==> config.mk <==
export PLATFORM = sky130hd
export DESIGN_NAME = async_rx_core
export DESIGN_NICKNAME = d
export VERILOG_FILES = /design/src/rtl/rxcfg_pkg.sv /design/src/rtl/rx_ctrl.sv /design/src/rtl/rx_data.sv /design/src/rtl/async_rx_core.sv
export SDC_FILE = /design/constraint.sdc
export NUM_CORES = 1
export LEC_CHECK = 0
export BUFFER_PORTS_ARGS = -buffer_cell sky130_fd_sc_hd__buf_2
export CORE_ASPECT_RATIO = 0.6
export CORE_UTILIZATION = 60
export CTS_BUF_LIST = sky130_fd_sc_hd__clkbuf_2
export DETAILED_ROUTE_END_ITERATION = 6
export GPL_TIMING_DRIVEN = 0
export PLACE_DENSITY = 0.9
export SYNTH_ARGS = -nofsm -noshare
export SYNTH_HDL_FRONTEND = slang
export SYNTH_SLANG_ARGS = --single-unit
==> constraint.sdc <==
create_clock -name clk -period 3.3 [get_ports clk]
set_input_delay 0.495 -clock clk [delete_from_list [all_inputs] [get_ports clk]]
set_output_delay 0.495 -clock clk [all_outputs]
set_load 0.01 [all_outputs]
==> src/rtl/rxcfg_pkg.sv <==
package rxcfg_pkg;

  localparam int CHAR_W = 8;

  typedef enum logic [1:0] {
    PAR_NONE  = 2'd0,
    PAR_EVEN  = 2'd1,
    PAR_ODD   = 2'd2,
    PAR_FORCE = 2'd3
  } parMode_t;

  typedef enum logic [2:0] {
    ST_IDLE,
    ST_START,
    ST_DATA,
    ST_PAR,
    ST_STOP,
    ST_LOW
  } rxState_t;

  // Strobes from the sequencer into the datapath
  typedef struct packed {
    logic startOk;    // start bit confirmed, clear the assembly state
    logic shiftEn;    // data bit sampled
    logic parEn;      // parity bit sampled
    logic frameDone;  // stop bit sampled
    logic bitVal;     // the synchronised line level at this sample point
  } rxStrobe_t;

endpackage

==> src/rtl/rx_ctrl.sv <==
module rx_ctrl
  import rxcfg_pkg::*;
#(
  parameter int OVS = 16
) (
  input  logic       clk,
  input  logic       rstN,
  input  logic       rateTick,
  input  logic       cfgOneX,
  input  logic [1:0] cfgDataLen,
  input  logic [1:0] cfgParity,
  input  logic       rxLine,
  output rxStrobe_t  strobe,
  output logic       breakStart,
  output logic       breakEnd,
  output logic       breakActive
);

  localparam int PH_W = $clog2(OVS);
  localparam logic [PH_W-1:0] HALF = PH_W'(OVS / 2 - 1);
  localparam logic [PH_W-1:0] LAST = PH_W'(OVS - 1);

  logic [1:0]     syncQ;
  logic           lineS;
  rxState_t       state;
  logic [PH_W-1:0] phase;
  logic [2:0]     bitCnt;
  logic [3:0]     lowRun;
  logic           brkAct;
  logic           sampleNow;
  logic           parOn;
  logic [3:0]     frameBits;
  logic [2:0]     lastData;
  logic [3:0]     lowRunInc;

  assign lineS     = syncQ[1];
  assign parOn     = (cfgParity != 2'(PAR_NONE));
  assign frameBits = 4'd7 + {2'b00, cfgDataLen} + {3'b000, parOn};
  assign lastData  = 3'd4 + {1'b0, cfgDataLen};
  assign lowRunInc = lowRun + 4'd1;

  always_comb begin
    if (cfgOneX) begin
      sampleNow = rateTick;
    end else begin
      case (state)
        ST_IDLE:  sampleNow = 1'b0;
        ST_START: sampleNow = rateTick && (phase == HALF);
        default:  sampleNow = rateTick && (phase == LAST);
      endcase
    end
  end

  always_comb begin
    strobe.bitVal    = lineS;
    strobe.startOk   = sampleNow && !lineS &&
                       ((state == ST_START) || (state == ST_IDLE && cfgOneX));
    strobe.shiftEn   = sampleNow && (state == ST_DATA);
    strobe.parEn     = sampleNow && (state == ST_PAR);
    strobe.frameDone = sampleNow && (state == ST_STOP);
  end

  assign breakStart  = sampleNow && !lineS && !brkAct && (lowRunInc == frameBits);
  assign breakEnd    = sampleNow && lineS && brkAct;
  assign breakActive = brkAct;

  always_ff @(posedge clk or negedge rstN) begin
    if (!rstN) begin
      syncQ  <= 2'b11;
      state  <= ST_IDLE;
      phase  <= '0;
      bitCnt <= '0;
      lowRun <= '0;
      brkAct <= 1'b0;
    end else begin
      syncQ <= {syncQ[0], rxLine};

      // oversampling phase
      if (!cfgOneX && rateTick) begin
        if (state == ST_IDLE) begin
          phase <= '0;
        end else if (state == ST_START && phase == HALF) begin
          phase <= '0;
        end else begin
          phase <= phase + 1'b1;
        end
      end

      // run of consecutive low sample points
      if (sampleNow) begin
        if (lineS) begin
          lowRun <= '0;
        end else if (lowRun != 4'hF) begin
          lowRun <= lowRunInc;
        end
      end

      if (breakStart) begin
        brkAct <= 1'b1;
      end else if (breakEnd) begin
        brkAct <= 1'b0;
      end

      case (state)
        ST_IDLE: begin
          if (rateTick && !lineS) begin
            state  <= cfgOneX ? ST_DATA : ST_START;
            bitCnt <= '0;
          end
        end
        ST_START: begin
          if (sampleNow) begin
            state <= lineS ? ST_IDLE : ST_DATA;
          end
        end
        ST_DATA: begin
          if (sampleNow) begin
            if (bitCnt == lastData) begin
              state <= parOn ? ST_PAR : ST_STOP;
            end else begin
              bitCnt <= bitCnt + 3'd1;
            end
          end
        end
        ST_PAR: begin
          if (sampleNow) begin
            state <= ST_STOP;
          end
        end
        ST_STOP: begin
          if (sampleNow) begin
            state <= lineS ? ST_IDLE : ST_LOW;
          end
        end
        default: begin
          if (sampleNow && lineS) begin
            state <= ST_IDLE;
          end
        end
      endcase
    end
  end

endmodule

==> src/rtl/rx_data.sv <==
module rx_data
  import rxcfg_pkg::*;
#(
  parameter int DEPTH = 4
) (
  input  logic              clk,
  input  logic              rstN,
  input  rxStrobe_t         strobe,
  input  logic [1:0]        cfgDataLen,
  input  logic [1:0]        cfgParity,
  input  logic              cfgParLvl,
  input  logic              rdEn,
  input  logic              ovrClr,
  output logic [CHAR_W-1:0] rdData,
  output logic              rdParErr,
  output logic              rdFrmErr,
  output logic              rxReady,
  output logic              rxFull,
  output logic              overrun,
  output logic              flowGo
);

  localparam int PTR_W = $clog2(DEPTH);
  localparam int ENT_W = CHAR_W + 2;

  logic [CHAR_W-1:0] shiftReg;
  logic              parAcc;
  logic              parErrQ;
  logic              parErrNow;
  logic [CHAR_W-1:0] aligned;
  logic [ENT_W-1:0]  mem [DEPTH];
  logic [ENT_W-1:0]  head;
  logic [PTR_W-1:0]  wrPtr;
  logic [PTR_W-1:0]  rdPtr;
  logic [PTR_W:0]    count;
  logic              empty;
  logic              doPush;
  logic              doPop;
  logic              ovrQ;

  assign aligned = shiftReg >> (2'd3 - cfgDataLen);

  always_comb begin
    case (parMode_t'(cfgParity))
      PAR_EVEN:  parErrNow = parAcc ^ strobe.bitVal;
      PAR_ODD:   parErrNow = ~(parAcc ^ strobe.bitVal);
      PAR_FORCE: parErrNow = strobe.bitVal ^ cfgParLvl;
      default:   parErrNow = 1'b0;
    endcase
  end

  // character assembly
  always_ff @(posedge clk or negedge rstN) begin
    if (!rstN) begin
      shiftReg <= '0;
      parAcc   <= 1'b0;
      parErrQ  <= 1'b0;
    end else if (strobe.startOk) begin
      shiftReg <= '0;
      parAcc   <= 1'b0;
      parErrQ  <= 1'b0;
    end else if (strobe.shiftEn) begin
      shiftReg <= {strobe.bitVal, shiftReg[CHAR_W-1:1]};
      parAcc   <= parAcc ^ strobe.bitVal;
    end else if (strobe.parEn) begin
      parErrQ  <= parErrNow;
    end
  end

  // holding buffer
  assign empty  = (count == '0);
  assign rxFull = (count == (PTR_W + 1)'(DEPTH));
  assign doPush = strobe.frameDone && !rxFull;
  assign doPop  = rdEn && !empty;

  always_ff @(posedge clk) begin
    if (doPush) begin
      mem[wrPtr] <= {~strobe.bitVal, parErrQ, aligned};
    end
  end

  always_ff @(posedge clk or negedge rstN) begin
    if (!rstN) begin
      wrPtr <= '0;
      rdPtr <= '0;
      count <= '0;
      ovrQ  <= 1'b0;
    end else begin
      if (doPush) begin
        wrPtr <= wrPtr + 1'b1;
      end
      if (doPop) begin
        rdPtr <= rdPtr + 1'b1;
      end
      case ({doPush, doPop})
        2'b10:   count <= count + 1'b1;
        2'b01:   count <= count - 1'b1;
        default: count <= count;
      endcase
      if (strobe.frameDone && rxFull) begin
        ovrQ <= 1'b1;
      end else if (ovrClr) begin
        ovrQ <= 1'b0;
      end
    end
  end

  assign head     = empty ? '0 : mem[rdPtr];
  assign rdData   = head[CHAR_W-1:0];
  assign rdParErr = head[CHAR_W];
  assign rdFrmErr = head[CHAR_W+1];
  assign rxReady  = !empty;
  assign overrun  = ovrQ;
  assign flowGo   = !rxFull;

endmodule

==> src/rtl/async_rx_core.sv <==
module async_rx_core
  import rxcfg_pkg::*;
#(
  parameter int OVS   = 16,
  parameter int DEPTH = 4
) (
  input  logic       clk,
  input  logic       rstN,
  input  logic       rateTick,
  input  logic       cfgOneX,
  input  logic [1:0] cfgDataLen,
  input  logic [1:0] cfgParity,
  input  logic       cfgParLvl,
  input  logic       rxLine,
  input  logic       rdEn,
  input  logic       ovrClr,
  output logic [7:0] rdData,
  output logic       rdParErr,
  output logic       rdFrmErr,
  output logic       rxReady,
  output logic       rxFull,
  output logic       overrun,
  output logic       flowGo,
  output logic       breakStart,
  output logic       breakEnd,
  output logic       breakActive
);

  rxStrobe_t strobe;

  rx_ctrl #(.OVS(OVS)) u_ctrl (
    .clk         (clk),
    .rstN        (rstN),
    .rateTick    (rateTick),
    .cfgOneX     (cfgOneX),
    .cfgDataLen  (cfgDataLen),
    .cfgParity   (cfgParity),
    .rxLine      (rxLine),
    .strobe      (strobe),
    .breakStart  (breakStart),
    .breakEnd    (breakEnd),
    .breakActive (breakActive)
  );

  rx_data #(.DEPTH(DEPTH)) u_data (
    .clk        (clk),
    .rstN       (rstN),
    .strobe     (strobe),
    .cfgDataLen (cfgDataLen),
    .cfgParity  (cfgParity),
    .cfgParLvl  (cfgParLvl),
    .rdEn       (rdEn),
    .ovrClr     (ovrClr),
    .rdData     (rdData),
    .rdParErr   (rdParErr),
    .rdFrmErr   (rdFrmErr),
    .rxReady    (rxReady),
    .rxFull     (rxFull),
    .overrun    (overrun),
    .flowGo     (flowGo)
  );

endmodule

==> summary.txt, run 1 <==
Floorplanning
  – Die height: 64.9 µm
  – Ports: 29
  – Starting Density: 63.3%
  – Die ar.: 6930 µm²
  – Core footprint: 6250 µm²
  – Die Wd: 107 µm
  – Cell row count: 22

Power
  – Power per cell area: 745 nW/µm²
  – Sw power: 0.00130 W
  – Sw frac: 40.7%
  – Logic pwr share: 44.0%
  – Total power: 0.00320 W
  – Peak VDD IR: 373 µV
  – Clock group share of total power: 13.4%
  – Leakage: 1.70 nW
  – Int Power: 0.00190 W
  – Sequential power share: 42.7%

Clock network
  – Root Buffer: clkbuf_2
  – Post-CTS Repair Setup Buffers: 0
  – Num CTS Buffers: 9
  – CTS tree: built
  – Clock Path Buffers: 2
  – H-tree depth: 3
  – Clock-pin transition on the worst setup and hold timing paths: 220 ps
  – Clk sinks: 75
  – Worst-Skew Late Latency: 530 ps

Critical path
  – Worst Path Arrival: 2630 ps
  – Critical-path top delay cell: dfrtp_1
  – CP Launch Type: flop
  – CP Max Fanout: 6
  – Setup CP Type: flop to output pin
  – Cell Chain, Critical Path: nor3b_4 > mux2i_2 > nand2b_1 > nor4_1 > buf_2
  – Crit path largest cell delay: 570 ps
  – Crit path capture type: output pin
  – Required time worst endpoint: 2800 ps

Yosys
  – Yosys cell types: 64
  – Syn Area/Cell: 12.7 µm²
  – Asr flop ratio synth: 46.7%
  – Synthesized area: 3960 µm²
  – Post-synthesis sequential area ratio: 52.6%
  – Yosys warnings: 0
  – Top-area cell type share of the netlist area: 30.4%
  – Post-synth top area cell: edfxtp_1
  – Syn_nets: 335
  – Synth area leaders: edfxtp_1 (30%), dfrtp_1 (21%), mux4_2 (6.3%)
  – Post-synth EDFFs: 40
  – Post-synthesis register bit count: 75
  – Main synth FF type: edfxtp_1
  – Cells after Synth: 312

Cells and area
  – Filler cells: 409
  – Antenna cell count: 0
  – Layout cells sized above 1: 22.0%
  – Area grow syn2layout: 8.45%
  – Layout Nets: 372

Place
  – GP Congestion: 0.910
  – IO Port Bufs: 25
  – Dpl hpwl: 6050 µm

Global route
  – Grt total ovfl: 0
  – Vias in the first global route: 2674
  – Total Routing Usage GR: 26.4%
  – First-pass GRT wire length: 13500 µm
  – Maximum number of pins on one net before global-route repair: 36
  – Initial antenna violation count: 0

Drt
  – Vias/cell: 6.36
  – Drt wl/cell: 19.0 µm
  – Total Routed Length: 8340 µm
  – Post-route DRC: 0
  – Initial DRT Pass Iterations: 6
  – Routed Antenna Nets: 0
  – Via count: 2784
  – Starting DRC count in detailed routing: 285

STA
  – Final Max Tran Viols: 0
  – Max_slew headroom: 47.0%
  – Min Tclk post-route: 3120 ps
  – Final hold viol count: 0
  – Max Fclk: 0.320 GHz
  – Setup tns final: 0 ps
  – Measured slew at the worst slew-check pin: 795 ps
  – RSZ-0062 raised after global routing: no
  – Part of the cycle the worst path needs: 94.7%
  – Layout Skew: 36.4 ps
  – Final setup fails: 0

Hold path
  – Hold Crit Class: input pin to async pin

Status
  – Status: complete, no violations

Job
  – Max-Cap Viols: 0
[synth_stat cells, drive strengths merged (2+ instances only)]
master and instances:
clkbuf 6, a21oi 4, and2 15, nand3 9, xnor2 7, mux2i 12
o2111ai 2, nor3b 6, o21ai 11, o41ai 4, nor4 4, ha 10
buf 9, o21a 2, nor2 11, nand2b 6, dfstp 2, mux2 4
xor2 5, nor2b 3, a22o 9, a21o 2, nand2 13, a211o 2
dfrtp 33, nand4 3, o211ai 5, a41oi 2, or2 2, or3 4
mux4 11, nor3 5, inv 15, edfxtp 40, o21bai 2, a2bb2oi 2
and3 5, o31ai 8
[path summary, 6_finish.rpt]
path / end / from / cells after the start / slack [ps]
worst max-delay path: breakStart / u_ctrl.state[1] / 5 / 180
worst min-delay path: u_data.overrun / rstN / 1 / 3
worst max register to register: u_data.count[1] / u_ctrl.state[1] / 8 / 620
worst min register to register: u_ctrl.syncQ[1] / u_ctrl.syncQ[0] / 0 / 370
max in group asynchronous: u_data.shiftReg[0] / rstN / 1 / 2750
min in group clk: u_data.overrun / ovrClr / 3 / 230
[repair_timing]
action                                  CTS  global route
hold buffers                              0             1
gates resized for setup                   0             1
endpoints found under the hold margin     0             1
endpoints found under the setup margin    0             1
[cell families after synthesis]
group / after synthesis / share of synthesized area [%]
simple gates: 91 / 13.8
flops: 75 / 52.6
compound gates: 66 / 13.4
buf+inv: 30 / 3.35
mux: 27 / 10.5
xor+xnor: 12 / 2.66
fa+ha+maj: 11 / 3.67
[registers in the layout, indices dropped and copies added (netlist names), 3 cells and up]
signal	flops
u_ctrl.phase	4
u_ctrl.bitCnt	3
u_ctrl.state	3
u_data.count	3
u_data.shiftReg	8
u_data.mem	40
u_ctrl.lowRun	4
[layout by cell type, fill, tap and decap left out, types with 8 or more instances in the layout]
cell type / Yosys / layout
a22o_1: 9 / 9
and2_1: 15 / 15
buf_2: 7 / 32
clkbuf_2: 0 / 10
dfrtp_1: 33 / 33
edfxtp_1: 40 / 40
ha_1: 10 / 10
inv_1: 15 / 15
mux2i_1: 12 / 11
mux4_2: 11 / 11
nand2_1: 13 / 13
nand3_1: 9 / 9
nor2_1: 11 / 11
o21ai_0: 11 / 11
o31ai_1: 8 / 8
[cell type report]
type / count / area [µm²] / area share, %
buffer: 15 / 76.3 / 1.78
multi-input combinational: 207 / 1750 / 40.7
timing repair buffer: 26 / 135 / 3.15
clock inverter: 6 / 40.0 / 0.933
sequential: 75 / 2080 / 48.5
tap: 84 / 105 / 2.45
inverter: 15 / 56.3 / 1.31
clock buffer: 10 / 50.0 / 1.17
[power groups by stage]
stage	Sequential (W)	Clock, W	Combinational, W
finish	0.00136	0.000427	0.00140
global route	0.00139	0.000476	0.00153
CTS	0.00136	0.000432	0.00138
detailed placement	0.00138	0	0.00138
global placement	0.00136	0	0.00132
floorplan	0.00132	0	0.00105
[routing by layer]
| layer | global-route usage (%) | up-vias | share of wire (%) |
|---|---|---|---|
| met5 | 0 | - | 0 |
| met4 | 9.25 | 0 | 2.1 |
| met3 | 7.24 | 21 | 10 |
| met2 | 40.5 | 150 | 45 |
| met1 | 36.5 | 1344 | 43 |
| li1 | - | 1269 | - |
[per-stage QoR]
step | hold slack, ps | setup slack (ps) | utilization, % | instances | cell area (µm²)
5_1_grt | 22.0 | 21.0 | 68.6 | 438 | 4290
2_1_floorplan | 199 | 804 | - | 312 | 3960
3_3_place_gp | 347 | 709 | 67.0 | 421 | 4190
4_1_cts | 11.4 | 163 | 68.4 | 437 | 4280
3_5_place_dp | 351 | 553 | 67.0 | 421 | 4190
6_report | 3.13 | 175 | 68.6 | 438 | 4290
[critical path, delay by kind of cell (launching register included)]
kind                   cells  cell delay (ps)
muxes                      1              410
buffers and inverters      1              180
DFF                        1              570
and+or+nand+nor            3              930
No activity file was read; power rests on OpenSTA's default activity.
==> inputs of run 2 (changes only) <==
ABC_AREA = 1   (was unset)
PLACE_DENSITY = 0.91   (was 0.9)
==> summary.txt, run 2 <==
STA
  – Final Max Tran Viols: 0 (unchanged)
  – Max Fclk: 0.379 GHz (was 0.320 GHz)
  – Final hold viol count: 0 (unchanged)
  – Final setup fails: 0 (unchanged)
  – RSZ-0062 raised after global routing: no (unchanged)
  – WHS: 11.5 ps (was 3.13 ps)
  – Max_slew headroom: 24.9% (was 47.0%)
  – Measured slew at the worst slew-check pin: 1120 ps (was 795 ps)
  – Layout Skew: 24.8 ps (was 36.4 ps)
  – Min Tclk post-route: 2640 ps (was 3120 ps)
  – Part of the cycle the worst path needs: 79.9% (was 94.7%)
  – Setup tns final: 0 ps (unchanged)

Cells and area
  – Area grow syn2layout: 10.3% (was 8.45%)
  – Util after Layout: 70.9% (was 68.6%)
  – Max FFs per register: 40 (unchanged)
  – Largest Register: u_data.mem (unchanged)
  – Layout Nets: 458 (was 372)
  – Layout cells sized above 1: 14.3% (was 22.0%)
  – Regs by FF count: u_data.mem: 40 flops, u_data.shiftReg: 8 flops (unchanged)
  – Commonest non-fill, non-tap cell in the layout: nor2_1 (was edfxtp_1)
  – Antenna cell count: 0 (unchanged)
  – Commonest non-fill, non-tap cells in the layout: nor2_1 (66), nand2_1 (64), inv_1 (40), edfxtp_1 (40), o21ai_0 (39) (was edfxtp_1 (40), dfrtp_1 (33), buf_2 (32), inv_1 (15), and2_1 (15))
  – Filler cells: 418 (was 409)

Yosys
  – Asr flop ratio synth: 46.7% (unchanged)
  – Cells after Synth: 396 (was 312)
  – Post-synth top area cell: edfxtp_1 (unchanged)
  – Yosys cell types: 35 (was 64)
  – Main synth FF type: edfxtp_1 (unchanged)
  – Synthesized area: 3710 µm² (was 3960 µm²)
  – Post-synthesis sequential area ratio: 56.0% (was 52.6%)
  – Synth area leaders: edfxtp_1 (32%), dfrtp_1 (22%), nor2_1 (6.7%) (was edfxtp_1 (30%), dfrtp_1 (21%), mux4_2 (6.3%))
  – Post-synthesis register bit count: 75 (unchanged)
  – Post-synth top cells: nor2_1 (66), nand2_1 (64), edfxtp_1 (40), inv_1 (40), o21ai_0 (39) (was edfxtp_1 (40), dfrtp_1 (33), and2_1 (15), inv_1 (15), nand2_1 (13))
  – Post-synth EDFFs: 40 (unchanged)
  – Syn Area/Cell: 9.38 µm² (was 12.7 µm²)
  – Yosys warnings: 0 (unchanged)
  – Top-area cell type share of the netlist area: 32.3% (was 30.4%)
  – Syn_nets: 419 (was 335)
  – Count leader, synth: nor2_1 (was edfxtp_1)

Drt
  – Starting DRC count in detailed routing: 271 (was 285)
  – Total Routed Length: 7970 µm (was 8340 µm)
  – Initial DRT Pass Iterations: 7 (was 6)
  – Drt wl/cell: 15.3 µm (was 19.0 µm)
  – Routed Antenna Nets: 0 (unchanged)
  – Post-route DRC: 0 (unchanged)
  – Vias/cell: 5.67 (was 6.36)
  – Via count: 2949 (was 2784)

Global route
  – Vias in the first global route: 2802 (was 2674)
  – Grt total ovfl: 0 (unchanged)
  – Initial antenna violation count: 0 (unchanged)
  – Total Routing Usage GR: 27.0% (was 26.4%)
  – First-pass GRT wire length: 13400 µm (was 13500 µm)
  – Maximum number of pins on one net before global-route repair: 36 (unchanged)

Power
  – Peak VDD IR: 360 µV (was 373 µV)
  – Power per cell area: 793 nW/µm² (was 745 nW/µm²)
  – Total power: 0.00325 W (was 0.00320 W)
  – Leakage: 1.81 nW (was 1.70 nW)

Critical path
  – Cell Chain, Critical Path: ha_1 > nand2_1 > nor2_1 > nand2_1 > nand3_2 > nand2_4 > inv_1 > nand3_4 > nor2_1 (was nor3b_4 > mux2i_2 > nand2b_1 > nor4_1 > buf_2)
  – Worst Path Arrival: 2800 ps (was 2630 ps)
  – Setup CP Type: flop to flop (was flop to output pin)
  – Reg-to-reg setup timing slack: 660 ps (was 620 ps)
  – CP Launch Type: flop (unchanged)
  – Required time worst endpoint: 3460 ps (was 2800 ps)
  – Crit path capture type: flop (was output pin)
  – Crit path largest cell delay: 880 ps (was 570 ps)
  – Critical-path top delay cell: nor2_1 (was dfrtp_1)
  – CP Max Fanout: 10 (was 6)

Floorplanning
  – Die height: 63.0 µm (was 64.9 µm)
  – Die ar.: 6520 µm² (was 6930 µm²)
  – Die Wd: 104 µm (was 107 µm)
  – Cell row count: 21 (was 22)
  – Starting Density: 64.3% (was 63.3%)
  – Ports: 29 (unchanged)
  – Core footprint: 5780 µm² (was 6250 µm²)

Clock network
  – Root Buffer: clkbuf_2 (unchanged)
  – Post-CTS Repair Setup Buffers: 0 (unchanged)
  – Clock-pin transition on the worst setup and hold timing paths: 210 ps (was 220 ps)
  – Num CTS Buffers: 9 (unchanged)
  – H-tree depth: 3 (unchanged)
  – Clk sinks: 75 (unchanged)
  – CTS tree: built (unchanged)
  – Worst-Skew Late Latency: 530 ps (about the same)
  – Clock Path Buffers: 2 (unchanged)

Place
  – Dpl hpwl: 5720 µm (was 6050 µm)
  – IO Port Bufs: 27 (was 25)
  – GP Congestion: 0.956 (was 0.910)

Hold path
  – Hold Crit Class: input pin to async pin (unchanged)

Job
  – Max-Cap Viols: 0 (unchanged)

Status
  – Status: complete, no violations (unchanged)
## run 2: cell types whose count changed after synthesis, moves of 15 or more
cell,previous run,this run
nand2_1,13,64
o21ai_0,11,39
nor2_1,11,66
and2_1,15,0
inv_1,15,40
nand3_1,9,28
## run 2: final timing paths
check | start | to | cells after the start
worst max-delay path | u_ctrl.phase[0] | u_data.mem[3][1] | 9
worst min-delay path | rstN | u_ctrl.breakActive | 1
worst max register to register | u_ctrl.phase[0] | u_data.mem[3][1] | 9
worst min register to register | u_ctrl.syncQ[0] | u_ctrl.syncQ[1] | 0
max in group asynchronous | rstN | u_data.shiftReg[0] | 1
min in group clk | ovrClr | u_data.overrun | 2
## run 2: routing by layer
layer | vias up | GRT usage [%] | wire length, µm
li1 | 1402 | - | -
met1 | 1397 | 37.2 | 3490
met3 | 12 | 7.82 | 733
met4 | 0 | 9.24 | 115
met2 | 138 | 41.4 | 3630
met5 | - | 0 | 0
## run 2: cells by family (layout without fill, tap and decap cells)
family | after synthesis | in the layout | share of synthesized area, %
AO/OA/AOI/OAI | 67 | 67 | 10.1
XOR/XNOR | 11 | 11 | 2.59
adder cells (fa/ha/maj) | 11 | 11 | 3.91
buffers and inverters | 53 | 97 | 5.66
flip-flops | 75 | 75 | 56.0
multiplexers | 4 | 4 | 1.08
AND/OR/NAND/NOR | 175 | 175 | 20.7
## run 2: power by group
| group | total (W) | internal, W | switching (W) |
|---|---|---|---|
| clock | 0.000572 | 0.000248 | 0.000324 |
| sequential | 0.00134 | 0.00119 | 0.000155 |
| combinational | 0.00134 | 0.000464 | 0.000871 |
## run 2: layout make-up
class                   instances  area [µm²]  area share [%]
clock inverters                 7        92.6            2.26
flip-flops and latches         75        2080            50.7
plain buffers                   9        42.5            1.04
multi-input cells             268        1430            34.8
repair buffers                 28         145            3.54
clock buffers                   9        45.0            1.10
inverters                      44         168            4.09
well taps                      80         100            2.44
## run 2: worst max-delay path, delay by kind of cell, from the launching register on
| kind | cells | cell delay (ps) |
|---|---|---|
| buffers and inverters | 1 | 150 |
| DFF | 1 | 420 |
| and+or+nand+nor | 7 | 1530 |
| adders and majority gates | 1 | 180 |
## run 2: stage by stage
step	setup WS [ps]	area (µm²)	std cells
6_report	663	4100	520
5_1_grt	437	4100	520
4_1_cts	632	4090	519
3_5_place_dp	665	3950	503
3_3_place_gp	774	3950	503
2_1_floorplan	1010	3710	396
## run 2: timing repair
action | CTS | global route
hold buffers | 0 | 1
hold endpoints to repair | 0 | 1
resized for setup | 0 | 0
==> inputs of run 3 (changes only) <==
CORE_UTILIZATION = 56   (was 60)
PLACE_DENSITY = 0.89   (was 0.91)
clock period = 2.4 ns   (was 3.3 ns; I/O delays follow)
==> summary.txt, run 3 (synthesized netlist as in run 2, its figures left out) <==
Status
  – Status: complete, no violations (unchanged)

STA
  – Max Fclk: 0.426 GHz (was 0.379 GHz)
  – Part of the cycle the worst path needs: 97.7% (was 79.9%)
  – Min Tclk post-route: 2350 ps (was 2640 ps)
  – Final setup fails: 0 (unchanged)
  – Final hold viol count: 0 (unchanged)
  – Max_slew headroom: 46.3% (was 24.9%)
  – Layout Skew: 30.0 ps (was 24.8 ps)
  – Measured slew at the worst slew-check pin: 806 ps (was 1120 ps)
  – RSZ-0062 raised after global routing: yes (was no)
  – Final Max Tran Viols: 0 (unchanged)

Cells and area
  – Layout cells sized above 1: 20.8% (was 14.3%)
  – Antenna cell count: 0 (unchanged)
  – Commonest non-fill, non-tap cell in the layout: nand2_1 (was nor2_1)
  – Largest Register: u_data.mem (unchanged)
  – Layout Nets: 469 (was 458)
  – Util after Layout: 67.3% (was 70.9%)
  – Area grow syn2layout: 13.2% (was 10.3%)
  – Final Instance Count excl. Fillers: 535 (was 520)
  – Max FFs per register: 40 (unchanged)
  – Regs by FF count: u_data.mem: 40 flops, u_data.shiftReg: 8 flops (unchanged)
  – Commonest non-fill, non-tap cells in the layout: nand2_1 (63), nor2_1 (59), edfxtp_1 (40), inv_1 (38), o21ai_0 (37) (was nor2_1 (66), nand2_1 (64), inv_1 (40), edfxtp_1 (40), o21ai_0 (39))

Place
  – Inst Count DP: 507 (was 503)
  – Dpl hpwl: 5590 µm (was 5720 µm)
  – GP Congestion: 0.920 (was 0.956)
  – IO Port Bufs: 27 (unchanged)

Clock network
  – CTS tree: built (unchanged)
  – Worst-Skew Late Latency: 510 ps (was 530 ps)
  – Clk sinks: 75 (unchanged)
  – Num CTS Buffers: 9 (unchanged)
  – H-tree depth: 3 (unchanged)
  – Clock-pin transition on the worst setup and hold timing paths: 220 ps (was 210 ps)
  – Clock Path Buffers: 2 (unchanged)
  – Root Buffer: clkbuf_2 (unchanged)

Drt
  – Drt wl/cell: 14.9 µm (was 15.3 µm)
  – Initial DRT Pass Iterations: 5 (was 7)
  – Total Routed Length: 7970 µm (about the same)
  – Starting DRC count in detailed routing: 214 (was 271)
  – Vias/cell: 5.57 (was 5.67)
  – Via count: 2979 (was 2949)
  – Routed Antenna Nets: 0 (unchanged)
  – Post-route DRC: 0 (unchanged)

Job
  – Max-Cap Viols: 0 (unchanged)

Global route
  – Initial antenna violation count: 0 (unchanged)
  – Grt total ovfl: 0 (unchanged)
  – Total Routing Usage GR: 24.8% (was 27.0%)
  – First-pass GRT wire length: 13200 µm (was 13400 µm)
  – Maximum number of pins on one net before global-route repair: 36 (unchanged)
  – Vias in the first global route: 2828 (was 2802)

Critical path
  – Required time worst endpoint: 2820 ps (was 3460 ps)
  – Crit. Startpoint: u_ctrl.phase[1] (was u_ctrl.phase[0])
  – CP Max Fanout: 4 (was 10)
  – Setup CP Type: flop to flop (unchanged)
  – Cell Chain, Critical Path: ha_2 > nand2_2 > nor2_1 > nand2_1 > nand3_2 > nand2_4 > inv_2 > nand3_4 > ha_1 > inv_1 > fa_1 > a21oi_1 > o21ai_1 > xor2_1 (was ha_1 > nand2_1 > nor2_1 > nand2_1 > nand3_2 > nand2_4 > inv_1 > nand3_4 > nor2_1)
  – Buf/Inv on CP: 2 (was 1)
  – Worst Path Arrival: 2770 ps (was 2800 ps)
  – Critical-path top delay cell: dfrtp_1 (was nor2_1)
  – CP Launch Type: flop (unchanged)
  – Crit path largest cell delay: 440 ps (was 880 ps)
  – Crit path capture type: flop (unchanged)
  – R2r startpoint: u_ctrl.phase[1] (was u_ctrl.phase[0])
  – Top Family by Delay on Critical Path: adder cells (was simple AND/OR/NAND/NOR gates)

Floorplanning
  – Cell row count: 22 (was 21)
  – Ports: 29 (unchanged)
  – Die height: 65.1 µm (was 63.0 µm)
  – Die Wd: 107 µm (was 104 µm)
  – Starting Density: 59.5% (was 64.3%)
  – Die ar.: 6970 µm² (was 6520 µm²)
  – Core footprint: 6250 µm² (was 5780 µm²)

Power
  – Peak VDD IR: 610 µV (was 360 µV)
  – Power per cell area: 1030 nW/µm² (was 793 nW/µm²)
  – Leakage: 1.85 nW (was 1.81 nW)

Hold path
  – Hold path startpoint: cfgOneX
  – Hold Crit Class: input pin to flop (was input pin to async pin)
==> run 3: cell count changes in the layout (fill, tap and decap cells not counted), moves of 4 or more <==
cell | previous run | this run
clkbuf_2 | 9 | 14
nor2_2 | 1 | 7
buf_4 | 0 | 9
nor2_1 | 66 | 59
clkbuf_1 | 6 | 2
==> run 3: routing by layer <==
layer	GRT usage [%]	vias to the layer above	part of all wire [%]
met2	39.8	136	45
met5	0	-	0
met4	7.36	0	1.6
met3	5.56	23	7.5
li1	-	1422	-
met1	34.0	1398	46
==> run 3: worst paths after layout <==
| check | end | slack [ps] | cells after the start |
|---|---|---|---|
| min in group asynchronous | u_data.count[2] | 440 | 2 |
| hold / removal | u_ctrl.phase[2] | 220 | 4 |
| setup / recovery | u_data.count[2] | 50 | 14 |
| hold reg to reg | u_ctrl.syncQ[1] | 370 | 0 |
| max in group asynchronous | u_data.parAcc | 1430 | 2 |
| setup reg to reg | u_data.count[2] | 50 | 14 |
==> run 3: report_power, final <==
group	total, W	internal (W)	switching (W)
Clock	0.000575	0.000130	0.000446
Combinational	0.00192	0.000712	0.00121
Sequential	0.00184	0.00163	0.000211
Total	0.00434	0.00247	0.00187
==> run 3: cell type report <==
type	count	area, µm²
inverters	44	168
clock inverters	7	45.0
flip-flops and latches	75	2080
clock buffers	9	45.0
plain buffers	9	48.8
well taps	84	105
repair buffers	39	239
fillers	485	2040
multi-input cells	268	1480
==> run 3: what timing repair did <==
action	in CTS	in global routing
pin swaps	3	9
setup endpoints to repair	43	54
endpoints found under the hold margin	34	1
hold buffers	2	1
resized for setup	5	23
buffers inserted	6	3
==> run 3: worst min-delay path, stage by stage <==
cell and delay [ps]:
buf_2 90, nor2_1 90, nand2_1 80, a21oi_1 60
==> run 3: per-stage QoR <==
| step | hold slack, ps | instance area, µm² | setup TNS, ps | setup WS (ps) | power, W |
|---|---|---|---|---|---|
| floorplan | 64.4 | 3710 | 0 | 114 | 0.00309 |
| global placement | 346 | 3960 | -88.0 | -34.2 | 0.00354 |
| detailed placement | 347 | 3960 | -5470 | -159 | 0.00364 |
| CTS | 4.63 | 4120 | 0 | 6.30 | 0.00425 |
| global route | 201 | 4210 | -128 | -61.3 | 0.00468 |
| finish | 220 | 4210 | 0 | 54.4 | 0.00434 |
